$ cat config.mk
export PLATFORM = sky130hd
export DESIGN_NAME = gdr_downlink_rx
export DESIGN_NICKNAME = d
export VERILOG_FILES = /design/src/rtl/gdr_pkg.sv /design/src/rtl/gdr_bit_framer.sv /design/src/rtl/gdr_entry_fsm.sv /design/src/rtl/gdr_block_asm.sv /design/src/rtl/gdr_downlink_rx.sv
export SDC_FILE = /design/constraint.sdc
export NUM_CORES = 1
export LEC_CHECK = 0
export BUFFER_PORTS_ARGS = -buffer_cell sky130_fd_sc_hd__buf_2
export CAP_MARGIN = 15
export CORE_MARGIN = 2
export CORE_UTILIZATION = 60
export DETAILED_ROUTE_END_ITERATION = 10
export PLACE_DENSITY = 0.8
export SETUP_SLACK_MARGIN = 0.05
export SLEW_MARGIN = 15
export SYNTH_ARGS = -nofsm -noshare
export SYNTH_HDL_FRONTEND = slang
export SYNTH_SLANG_ARGS = --single-unit
$ cat constraint.sdc
create_clock -name clk -period 3.68 [get_ports clk]
set_clock_uncertainty 0.15 [all_clocks]
set_input_delay 0.184 -clock clk [delete_from_list [all_inputs] [get_ports clk]]
set_output_delay 0.184 -clock clk [all_outputs]
set_load 0.005 [all_outputs]
$ cat src/rtl/gdr_pkg.sv
package gdr_pkg;
  typedef enum logic [1:0] {
    ST_IDLE   = 2'd0,
    ST_FIRST  = 2'd1,
    ST_SECOND = 2'd2,
    ST_RECV   = 2'd3
  } rx_state_e;
endpackage

$ cat src/rtl/gdr_bit_framer.sv
// Measures one bit frame in carrier ticks and decides the bit value.
module gdr_bit_framer #(
  parameter int HALF_SLOW = 32,
  parameter int HALF_FAST = 16
) (
  input  logic clk,
  input  logic rst_n,
  input  logic active,
  input  logic fast_mode,
  input  logic car_tick,
  input  logic gap_in,
  output logic bit_done,
  output logic bit_val
);
  localparam int CW = $clog2(2 * HALF_SLOW + 1);

  logic [CW-1:0] cnt_q, cnt_d, cnt_inc, half_w, full_w;
  logic          in_gap_q, in_gap_d, zero_q, zero_d;
  logic          done_q, done_d, val_q, val_d;

  assign half_w  = fast_mode ? CW'(HALF_FAST) : CW'(HALF_SLOW);
  assign full_w  = half_w << 1;
  assign cnt_inc = cnt_q + CW'(1);

  always_comb begin
    cnt_d    = cnt_q;
    in_gap_d = in_gap_q;
    zero_d   = zero_q;
    done_d   = 1'b0;
    val_d    = val_q;
    if (!active) begin
      cnt_d    = '0;
      in_gap_d = 1'b0;
      zero_d   = 1'b0;
    end else if (in_gap_q) begin
      if (!gap_in) begin
        in_gap_d = 1'b0;
        cnt_d    = '0;
      end
    end else if (gap_in) begin
      if (!zero_q && (cnt_q < half_w)) begin
        in_gap_d = 1'b1;
        zero_d   = 1'b1;
      end
    end else if (car_tick) begin
      if ((zero_q && (cnt_inc == half_w)) || (!zero_q && (cnt_inc == full_w))) begin
        done_d = 1'b1;
        val_d  = !zero_q;
        cnt_d  = '0;
        zero_d = 1'b0;
      end else begin
        cnt_d = cnt_inc;
      end
    end
  end

  always_ff @(posedge clk or negedge rst_n) begin
    if (!rst_n) begin
      cnt_q    <= '0;
      in_gap_q <= 1'b0;
      zero_q   <= 1'b0;
      done_q   <= 1'b0;
      val_q    <= 1'b0;
    end else begin
      cnt_q    <= cnt_d;
      in_gap_q <= in_gap_d;
      zero_q   <= zero_d;
      done_q   <= done_d;
      val_q    <= val_d;
    end
  end

  assign bit_done = done_q;
  assign bit_val  = val_q;

  // a frame lasts at least one tick, so completions never abut
  a_r5_done_single: assert property (@(posedge clk) disable iff (!rst_n)
    bit_done |=> !bit_done);
  // no frame completes while the field is reported off
  a_r4_no_done_in_gap: assert property (@(posedge clk) disable iff (!rst_n)
    (active && gap_in && $past(gap_in)) |=> !bit_done);
endmodule

$ cat src/rtl/gdr_entry_fsm.sv
// Entry sequence and quiet-line exit.
module gdr_entry_fsm
  import gdr_pkg::*;
#(
  parameter int TMO_BITS = 9
) (
  input  logic      clk,
  input  logic      rst_n,
  input  logic      liw_on,
  input  logic      gap_in,
  input  logic      bit_done,
  input  logic      bit_val,
  output rx_state_e state_o
);
  localparam int RW = $clog2(TMO_BITS + 1);

  rx_state_e     state_q, state_d;
  logic [RW-1:0] run_q, run_d;

  always_comb begin
    state_d = state_q;
    run_d   = run_q;
    unique case (state_q)
      ST_IDLE:   if (liw_on && gap_in) state_d = ST_FIRST;
      ST_FIRST:  if (bit_done) state_d = ST_SECOND;
      ST_SECOND: if (bit_done) state_d = bit_val ? ST_IDLE : ST_RECV;
      ST_RECV: begin
        if (bit_done) begin
          if (!bit_val) begin
            run_d = '0;
          end else if (run_q == RW'(TMO_BITS - 1)) begin
            run_d   = '0;
            state_d = ST_IDLE;
          end else begin
            run_d = run_q + RW'(1);
          end
        end
      end
      default: state_d = ST_IDLE;
    endcase
    if (state_q != ST_RECV) run_d = '0;
  end

  always_ff @(posedge clk or negedge rst_n) begin
    if (!rst_n) begin
      state_q <= ST_IDLE;
      run_q   <= '0;
    end else begin
      state_q <= state_d;
      run_q   <= run_d;
    end
  end

  assign state_o = state_q;

  // idle is left only on a gap inside the window
  a_r1_idle_hold: assert property (@(posedge clk) disable iff (!rst_n)
    (state_q == ST_IDLE && !(liw_on && gap_in)) |=> (state_q == ST_IDLE));
  // receive mode changes only at bit boundaries
  a_r9_recv_hold: assert property (@(posedge clk) disable iff (!rst_n)
    (state_q == ST_RECV && !bit_done) |=> (state_q == ST_RECV));
  // the run of ones stays below the exit count
  a_r9_run_bound: assert property (@(posedge clk) disable iff (!rst_n)
    run_q < RW'(TMO_BITS));
endmodule

$ cat src/rtl/gdr_block_asm.sv
// Packs received bits into data-plus-parity blocks.
module gdr_block_asm #(
  parameter int DATA_W = 8
) (
  input  logic              clk,
  input  logic              rst_n,
  input  logic              enable,
  input  logic              bit_done,
  input  logic              bit_val,
  output logic              blk_valid,
  output logic [DATA_W-1:0] blk_data,
  output logic              blk_perr
);
  localparam int BLK_BITS = DATA_W + 1;
  localparam int KW       = $clog2(BLK_BITS);

  logic [BLK_BITS-1:0] sh_q, sh_d;
  logic [KW-1:0]       cnt_q, cnt_d;
  logic                vld_q, vld_d, perr_q, perr_d;
  logic [DATA_W-1:0]   dat_q, dat_d;

  always_comb begin
    sh_d   = sh_q;
    cnt_d  = cnt_q;
    vld_d  = 1'b0;
    perr_d = 1'b0;
    dat_d  = dat_q;
    if (!enable) begin
      cnt_d = '0;
    end else if (bit_done) begin
      sh_d = {bit_val, sh_q[BLK_BITS-1:1]};
      if (cnt_q == KW'(BLK_BITS - 1)) begin
        cnt_d  = '0;
        vld_d  = 1'b1;
        dat_d  = sh_d[DATA_W-1:0];
        perr_d = ^sh_d;
      end else begin
        cnt_d = cnt_q + KW'(1);
      end
    end
  end

  always_ff @(posedge clk or negedge rst_n) begin
    if (!rst_n) begin
      sh_q   <= '0;
      cnt_q  <= '0;
      vld_q  <= 1'b0;
      perr_q <= 1'b0;
      dat_q  <= '0;
    end else begin
      sh_q   <= sh_d;
      cnt_q  <= cnt_d;
      vld_q  <= vld_d;
      perr_q <= perr_d;
      dat_q  <= dat_d;
    end
  end

  assign blk_valid = vld_q;
  assign blk_data  = dat_q;
  assign blk_perr  = perr_q;

  // the block strobe lasts one cycle
  a_r7_strobe_single: assert property (@(posedge clk) disable iff (!rst_n)
    blk_valid |=> !blk_valid);
  // the parity flag appears only with a block
  a_r8_perr_with_valid: assert property (@(posedge clk) disable iff (!rst_n)
    blk_perr |-> blk_valid);
endmodule

$ cat src/rtl/gdr_downlink_rx.sv
module gdr_downlink_rx
  import gdr_pkg::*;
#(
  parameter int HALF_SLOW = 32,
  parameter int HALF_FAST = 16,
  parameter int TMO_BITS  = 9,
  parameter int DATA_W    = 8
) (
  input  logic              clk,
  input  logic              rst_n,
  input  logic              fast_mode,
  input  logic              liw_mod_on,
  input  logic              car_tick,
  input  logic              gap_in,
  output logic              rx_mode,
  output logic              stop_liw,
  output logic              blk_valid,
  output logic [DATA_W-1:0] blk_data,
  output logic              blk_perr
);
  logic [1:0] rs_q;
  logic       srst_n;
  rx_state_e  state;
  logic       bit_done, bit_val;

  always_ff @(posedge clk or negedge rst_n) begin
    if (!rst_n) rs_q <= 2'b00;
    else        rs_q <= {rs_q[0], 1'b1};
  end
  assign srst_n = rs_q[1];

  gdr_bit_framer #(.HALF_SLOW(HALF_SLOW), .HALF_FAST(HALF_FAST)) u_framer (
    .clk(clk), .rst_n(srst_n), .active(state != ST_IDLE),
    .fast_mode(fast_mode), .car_tick(car_tick), .gap_in(gap_in),
    .bit_done(bit_done), .bit_val(bit_val));

  gdr_entry_fsm #(.TMO_BITS(TMO_BITS)) u_fsm (
    .clk(clk), .rst_n(srst_n), .liw_on(liw_mod_on), .gap_in(gap_in),
    .bit_done(bit_done), .bit_val(bit_val), .state_o(state));

  gdr_block_asm #(.DATA_W(DATA_W)) u_asm (
    .clk(clk), .rst_n(srst_n), .enable(state == ST_RECV),
    .bit_done(bit_done), .bit_val(bit_val),
    .blk_valid(blk_valid), .blk_data(blk_data), .blk_perr(blk_perr));

  assign stop_liw = (state != ST_IDLE);
  assign rx_mode  = (state == ST_RECV);

  // the stop request starts only after a windowed gap
  a_r2_stop_cause: assert property (@(posedge clk) disable iff (!srst_n)
    $rose(stop_liw) |-> $past(liw_mod_on && gap_in));
  // receive mode is entered from the entry sequence, never from idle
  a_r3_recv_entry: assert property (@(posedge clk) disable iff (!srst_n)
    $rose(rx_mode) |-> $past(stop_liw));
endmodule

### Yosys cells after proc, flatten, opt, wreduce, memory -nomap -nowiden

Index checks and enable logic that the tools add are counted.

| operators by class | value |
|---|---|
| equal/unequal tests | 20 |
| add/sub/neg operators | 3 |
| muxes and demuxes | 45 |
| $lt $le $gt $ge | 1 |
| bitwise gates (word level) | 2 |
| reduce and logical (&&, ||, !) cells | 18 |

Operators by type and width:

| operator | number |
|---|---|
| 7-bit two-way mux | 6 |
| 4-bit two-way mux | 8 |
| 1-bit two-way mux | 22 |
| 2-bit != test (second input constant) | 8 |
| 7-bit == test | 2 |
| 2-bit two-way mux | 7 |
| 3-bit != test (second input constant) | 4 |
| 9-bit parity | 1 |
| 4-bit by 1-bit adder with 4-bit output (second input constant) | 2 |
| 4-bit == test (second input constant) | 2 |
| 2-bit case mux with 4 select lines | 1 |
| 7-bit by 1-bit adder with 7-bit output (second input constant) | 1 |
| 7-bit less-than comparator | 1 |
| 6-bit two-way mux | 1 |
| 2-bit AND reduction | 3 |
| 6-bit AND reduction | 1 |
| 2-bit nonzero test | 3 |
| 5-bit AND reduction | 1 |
| 2-bit == test (second input constant) | 2 |
| 1-bit logical AND | 4 |
| 4-bit AND reduction | 1 |
| 3-bit AND reduction | 1 |
| 2-bit by 1-bit == test with 1-bit output (second input constant) | 1 |
| 2-bit logical NOT | 1 |
| 4 further kinds | 5 |

| storage, ports and cells | value |
|---|---|
| bits of input ports | 6 |
| bits in registers | 42 |

### Logic depth before layout (Yosys ltp)

Gate-level depths: netlist of the first run.

| logic depth | value |
|---|---|
| depth in word-level cells | 9 |
| mapped depth | 9 |

### Cells and area by module

A second synthesis of the first run with hierarchy kept.

| unflattened totals | value |
|---|---|
| cell total of the unflattened synthesis | 200 |
| area, all modules | 2209.6 um2 |

By module, submodules not included:

| module | area each (um2) | seq. area each (um2) | instances | cells an instance |
|---|---|---|---|---|
| gdr_block_asm | 1006.0 | 550.5 | 1 | 72 |
| gdr_bit_framer | 760.7 | 275.3 | 1 | 84 |
| gdr_entry_fsm | 375.4 | 150.1 | 1 | 39 |
| gdr_downlink_rx | 67.6 | 50.0 | 1 | 5 |

### Worst setup path before layout of the first run

No wires, ideal clock.

| path | value |
|---|---|
| path type | flip-flop to flip-flop |
| start point | reg u_framer.cnt_q[0] |
| end point | reg u_framer.val_q (netlist: u_framer.bit_val) |
| path buffers | 1 |
| setup slack | 1306 ps |
| cell stages (with the launch flop) | 10 |
| clock period less this slack | 2374 ps |
| data arrival time | 2099 ps |
| path through | dfrtp_1 -> ha_1 -> buf_2 -> a41oi_1 -> a2bb2oi_1 -> a2bb2oi_1 -> a311oi_2 -> o21ai_4 -> nor2_4 -> mux2_4 |

| between the ends | value |
|---|---|
| longest elaborated chain between the ends | 5 |
| elaborated cells between the ends (all ways) | 7 |
| classes of those cells | 1 x add/sub; 2 x eq/ne; 4 x reduce/logical |

RTL lines:

| what | line | text |
|---|---|---|
| from (decl) | gdr_bit_framer.sv:17 | `logic [CW-1:0] cnt_q, cnt_d, cnt_inc, half_w, full_w;` |
| from (signal assigned) | gdr_bit_framer.sv:65 | `cnt_q <= cnt_d;` |
| 7-bit by 1-bit adder with 7-bit output * | gdr_bit_framer.sv:23 | `assign cnt_inc = cnt_q + CW'(1);` |
| 7-bit == test | gdr_bit_framer.sv:46 | `if ((zero_q && (cnt_inc == half_w)) \|\| (!zero_q && (cnt_inc == full_w))) begin` |
| 1-bit logical AND | gdr_bit_framer.sv:46 |  |
| 1-bit logical OR * | gdr_bit_framer.sv:46 |  |
| 5-bit AND reduction (no line) * | -- |  |
| to (signal assigned) | gdr_bit_framer.sv:69 | `val_q <= val_d;` |
| to (decl) | gdr_bit_framer.sv:19 | `logic done_q, done_d, val_q, val_d;` |

Mark *: on every way between the ends. The rest lies on a longest branch, timed or not.
A chain may end at the register's enable or synchronous reset.

### Final worst setup path of the first run

Same ends and word-level chain as after synthesis.

==> results of run 1 <==
## synth_stat cells, drive strengths merged (2+ instances only)
cell type / instances / area share, %
a21oi: 9 / 2.0
a2bb2oi: 2 / 0.79
a311o: 3 / 1.5
a31oi: 4 / 1.1
a41oi: 2 / 0.79
and2: 4 / 1.2
and3: 3 / 1.1
buf: 7 / 2.1
clkbuf: 5 / 0.84
dfrtp: 41 / 46
ha: 6 / 3.4
inv: 10 / 1.7
mux2: 17 / 8.8
mux2i: 4 / 1.8
nand2: 19 / 3.3
nand2b: 2 / 0.56
nand3: 8 / 1.8
nand4: 3 / 0.84
nor2: 15 / 2.9
nor3: 2 / 0.67
nor3b: 5 / 1.7
nor4b: 2 / 0.79
o211ai: 2 / 0.67
o21ai: 16 / 4.1
xnor2: 9 / 3.5
## worst register-to-register path, stage by stage (launching register included)
cell       delay (ns)
dfrtp_1          0.41
ha_1             0.52
nand3_1          0.23
o21ai_0          0.20
a2bb2oi_1        0.10
a311oi_2         0.39
o21ai_4          0.16
nor2_4           0.12
mux2_4           0.29
## sequential cells by signal, summed over array words and instances (netlist names), 2 cells and up
signal          count
rs_q                2
u_asm.blk_data      8
u_asm.cnt_q         4
u_asm.sh_q          8
u_framer.cnt_q      7
u_fsm.run_q         4
u_fsm.state_o       2
## cells in the final DEF (no fill, tap or decap), drive strengths merged, types with 4 or more instances in the layout
cell,n
nor3b,5
xnor2,9
dfrtp,41
inv,10
a21oi,9
a31oi,4
nand3,8
ha,6
clkbuf,5
mux2i,4
o21ai,16
nor2,15
buf,18
nand2,19
and2,4
mux2,17
## routing by layer
layer  vias to the layer above  track usage [%]
li1                        802                -
met1                       805             27.3
met3                         4             5.38
met4                         0             9.04
met2                        30             38.4
met5                         -                0
## power by group through the flow
stage	combinational [mW]	sequential, mW	clock [mW]
3_5_place_dp	0.125	0.526	0
2_1_floorplan	0.127	0.503	0
5_1_grt	0.146	0.524	0.397
3_3_place_gp	0.123	0.524	0
4_1_cts	0.128	0.517	0.377
6_report	0.128	0.518	0.368
## worst paths after layout
path	end	cells past startpoint	slack, ns
worst min register to register	u_asm.sh_q[2]	1	0.15
worst max-delay path	u_framer.bit_val	8	0.98
worst max register to register	u_framer.bit_val	8	0.98
max in group asynchronous	u_fsm.state_o[0]	1	2.90
worst min-delay path	rs_q[0]	2	0.04
min in group clk	rs_q[1]	0	0.21
## logic make-up after synthesis
group                    Yosys count
AND/OR/NAND/NOR                   69
adder cells (fa/ha/maj)            6
AO/OA/AOI/OAI                     46
other                              1
multiplexers                      21
flip-flops                        41
buffers and inverters             22
XOR/XNOR                          10
## layout make-up
class,instances,area (um2),area share [%]
sequential,41,1030,41.7
clock inverter,3,46.3,1.88
inverter,10,37.5,1.53
multi-input combinational,153,1100,44.7
tap,48,60.1,2.44
clock buffer,5,68.8,2.80
timing repair buffer,21,123,4.98
## per-stage QoR
step	instance area [um2]	std cells	util (%)	power, mW	hold WS, ns
global route	2460	281	68.2	1.07	0.0416
finish	2460	281	68.2	1.01	0.0413
global placement	2310	270	64.2	0.647	-0.181
floorplan	2230	216	-	0.629	-0.262
CTS	2460	281	68.2	1.02	0.0353
detailed placement	2310	270	64.2	0.651	-0.177
## repair_timing
action                                 in CTS  in global routing
hold buffers                                3                  0
gates resized for setup                     0                  0
endpoints found under the hold margin       4                  0
==> results.yml, run 1 <==
status:
  status: "finished clean"
synth:
  yosysWarnings: 0
  synth_top_family_by_area: "simple AND/OR/NAND/NOR gates"
  synthMuxAreaShare_pct: 10.6
  syn_inst: 216
  syn_nets: 228
  synth_edf_count: 0
  yosysSeqAreaShare_pct: 46.0
  synthArstFlopShare_pct: 100
  synth_ff_type: "dfrtp_1"
  synth_area_per_cell_um2: 10.3
  yosys.area_share.simple_pct: 17.0
  synth_cell_type_count: 50
  synth_compound_area_share_pct: 14.3
  synth_area_um2: 2230
  ys_ff_latch: 41
  synthXorXnorAreaFrac_pct: 3.93
  synth_fa_ha_area_share_pct: 3.37
clocking:
  clock_latency_ns: 0.30
  ctsLongestPathBuffers: 2
  clock_sinks: 41
  root_buffer: "clkbuf_8"
  cts_tree: "yes"
  cts_setup_buffers: 0
  clkTransAtPathRegs_ns: 0.09
  h-tree-depth: 2
  cts_buffers: 5
flow_run:
  drv_cap: 0
pwr:
  power_switching_uw: 283
  p_comb_share_pct: 12.6
  leakagePower_nw: 1.13
  peakVddDrop_mv: 0.220
  internal_power_uw: 731
  clkPwrFrac_pct: 36.3
  swShare_pct: 27.9
  p_seq_share_pct: 51.1
  p_per_area_nw_per_um2: 412
drt:
  wl_met3_um: 141
  wire_per_inst_um: 14.4
  via_per_inst: 5.84
  dr_total_vias: 1641
  drt_iter0_markers: 74
  met2_length_um: 2000
  drt_pass1_iterations: 4
  wl_met1_um: 1850
  dr.max_layer_used: "met4"
  drc: 0
  drt_wl_total_um: 4050
  ant_nets: 0
sta:
  timing.fmax_mhz: 371
  worst_pin_slew_ns: 0.748
  setup_viol: 0
  final_max_slew_viol_count: 0
  tns_ns: 0
  fin_crit_sh_pct: 73.3
  rsz0062_at_grt: "false"
  fin_ws_ns: 0.984
  hold_violations: 0
  fin_crit_ns: 2.70
  relSlewSlack_pct: 49.9
die:
  core_um2: 3610
  die_h_um: 64.9
  io_pins: 18
  initial_core_util_pct: 61.8
  rows: 22
  die_x_um: 64.9
  die-area_um2: 4220
worst_setup_path:
  cp-startpoint: "u_framer.cnt_q[0]"
  path_class: "reg -> reg"
  critPathTopFamily: "compound AO/OA/AOI/OAI gates"
  worst_setup_path_start_kind: "flip-flop"
  required_ns: 3.71
  worstPathCellList: "ha_1, nand3_1, o21ai_0, a2bb2oi_1, a311oi_2, o21ai_4, nor2_4, mux2_4"
  critPathMaxStageDelay_ns: 0.52
  slowest_stage: "ha_1"
  worst-path-buf-inv: 0
  reg2reg_from: "u_framer.cnt_q[0]"
  worstPathArrival_ns: 2.73
  end_kind: "flip-flop"
  crit_fanout: 16
cells_and_area:
  nets: 244
  n_antenna_cell: 0
  synthToLayoutAreaGrowth_pct: 10.4
  fillers: 291
  layout-drive-gt1-share_pct: 23.2
hold_path:
  hold_class: "in -> async"
global_route:
  grt_pass1_vias: 1608
  grt_max_degree: 40
  grt_use_total_pct: 22.5
  grt_remaining_overflow: 0
  grt_pass1_wl_um: 7280
  antenna_found_initial: 0
placement:
  pre_cts_ws_ns: 1.05
  gp_congestion: 0.895
  port_buffers: 17
  hpwl_um: 2740
Note: power is estimated with default switching activity, not from simulation.
==> run 2, diff against run 1 <==
Settings changed: CORE_UTILIZATION 60 to 53, PLACE_DENSITY 0.8 to 0.75.
Clock period 3.68 ns to 2.3 ns, I/O delays scaled along.
==> run 2 against run 1 <==
Compared with the run above:
- largest cell class unchanged
- the flow now finishes with violations (negative setup slack)
- cell count rose by 8.9%
- largest power group unchanged
- hold slack better by 0.12 ns
- wire length up 14%
- non-clock buffer count rose by 23
- worst setup slack lost 1.0 ns
- highest routed layer unchanged
==> results.yml, run 2 (synthesis gave the netlist of run 1 again) <==
status:
  status: "finished, violations left"
  violations: "negative setup slack"
sta:
  hold_violations: 0
  rsz0062_at_grt: "true"
  worst_pin_slew_ns: 0.761
  fin_ws_ns: -0.0162
  relSlewSlack_pct: 49.3
  timing.fmax_mhz: 432
  fin_crit_ns: 2.32
  fin_crit_sh_pct: 101
  final_max_slew_viol_count: 0
  setup_viol: 1
pwr:
  clkPwrFrac_pct: 28.6
  power_switching_uw: 492
  p_per_area_nw_per_um2: 604
  internal_power_mw: 1.16
  swShare_pct: 29.9
  peakVddDrop_mv: 0.515
  leakagePower_nw: 1.25
  p_comb_share_pct: 20.4
  p_seq_share_pct: 50.9
drt:
  drt_pass1_iterations: 4
  drt_iter0_markers: 100
  drc: 0
  via_per_inst: 5.74
  wire_per_inst_um: 15.1
  ant_nets: 0
  dr_total_vias: 1756
  drt_wl_total_um: 4630
die:
  initial_core_util_pct: 55.3
  die_h_um: 68.8
  die-area_um2: 4740
  io_pins: 18
  die_x_um: 68.8
  rows: 23
  core_um2: 4030
clocking:
  h-tree-depth: 2
  ctsLongestPathBuffers: 2
  clkTransAtPathRegs_ns: 0.08
  clock_sinks: 41
  clock_latency_ns: 0.30
  cts_tree: "yes"
  cts_buffers: 5
  root_buffer: "clkbuf_8"
cells_and_area:
  layout-drive-gt1-share_pct: 35.2
  utilization_pct: 67.8
  nets: 267
  final_cell_mix: "dfrtp_1, nand2_1, buf_4, buf_2, mux2_2"
  n_antenna_cell: 0
  final_common_cell: "dfrtp_1"
  synthToLayoutAreaGrowth_pct: 22.5
hold_path:
  hold_class: "reg -> async"
worst_setup_path:
  required_ns: 2.34
  slowest_stage: "dfrtp_1"
  worstPathArrival_ns: 2.35
  end_kind: "flip-flop"
  path_class: "reg -> reg"
  critPathMaxStageDelay_ns: 0.42
  worst_setup_path_start_kind: "flip-flop"
  rrSetupSlack_ns: -0.02
  crit_fanout: 8
  worst-path-buf-inv: 0
  worstPathCellList: "ha_4, a311o_2, o21ai_2, a2bb2oi_2, a311oi_2, o21ai_4, nor2_4, mux2_4"
  critPathTopFamily: "compound AO/OA/AOI/OAI gates"
placement:
  pre_cts_ws_ns: -0.128
  hpwl_um: 3160
  gp_congestion: 0.844
  port_buffers: 17
global_route:
  grt_pass1_wl_um: 7400
  grt_use_total_pct: 21.2
  grt_max_degree: 24
  grt_remaining_overflow: 0
  antenna_found_initial: 0
  grt_pass1_vias: 1700
flow_run:
  drv_cap: 0
[run 2: path summary, 6_finish.rpt]
check                                   from                 to  cells after the start
max in group asynchronous            rs_q[1]     u_fsm.run_q[1]                      1
hold reg to reg                      rs_q[1]  u_framer.cnt_q[0]                      0
setup / recovery           u_framer.cnt_q[0]   u_framer.bit_val                      8
setup reg to reg           u_framer.cnt_q[0]   u_framer.bit_val                      8
hold / removal                       rs_q[1]  u_framer.cnt_q[0]                      0
min in group clk                    car_tick  u_framer.bit_done                      4
[run 2: per-layer routing]
layer	track usage [%]	vias up	routed length, um	share of wire [%]
li1	-	850	-	-
met1	25.1	863	2040	44
met2	36.8	36	2330	50
met3	6.01	7	189	4.1
met4	7.60	0	76	1.6
met5	0	-	0	0
[run 2: power groups by stage]
stage               logic (mW)  registers (mW)  clock network [mW]
floorplan                0.207           0.805                   0
global placement         0.270           0.838                   0
detailed placement       0.280           0.839                   0
CTS                      0.314           0.834               0.480
global route             0.380           0.848               0.513
finish                   0.337           0.839               0.472
[run 2: final cells by class]
| type | count | area [um2] |
|---|---|---|
| fillers | 327 | 1300 |
| multi-input cells | 153 | 1190 |
| flip-flops and latches | 41 | 1030 |
| repair buffers | 44 | 325 |
| clock buffers | 6 | 72.6 |
| well taps | 50 | 62.6 |
| inverters | 10 | 37.5 |
| clock inverters | 2 | 15.0 |
[run 2: per-stage QoR]
stage / std cells / power (mW) / hold WS (ns) / instance area (um2) / setup TNS (ns)
after floorplan: 216 / 1.01 / -0.331 / 2230 / 0
after global placement: 289 / 1.11 / -0.249 / 2460 / -0.00370
after detailed placement: 289 / 1.12 / -0.249 / 2460 / -0.156
after CTS: 306 / 1.63 / 0.162 / 2670 / -0.142
after global routing: 306 / 1.74 / 0.182 / 2730 / -0.355
final: 306 / 1.65 / 0.164 / 2730 / -0.0162
[run 2: what timing repair did]
item                                    4_1_cts  5_1_grt
endpoints found under the hold margin         4        0
hold buffers                                  4        0
endpoints found under the setup margin        5        7
gates cloned                                  0        0
setup buffers                                 5        1
gates resized for setup                      11       14
pin swaps                                     8       11
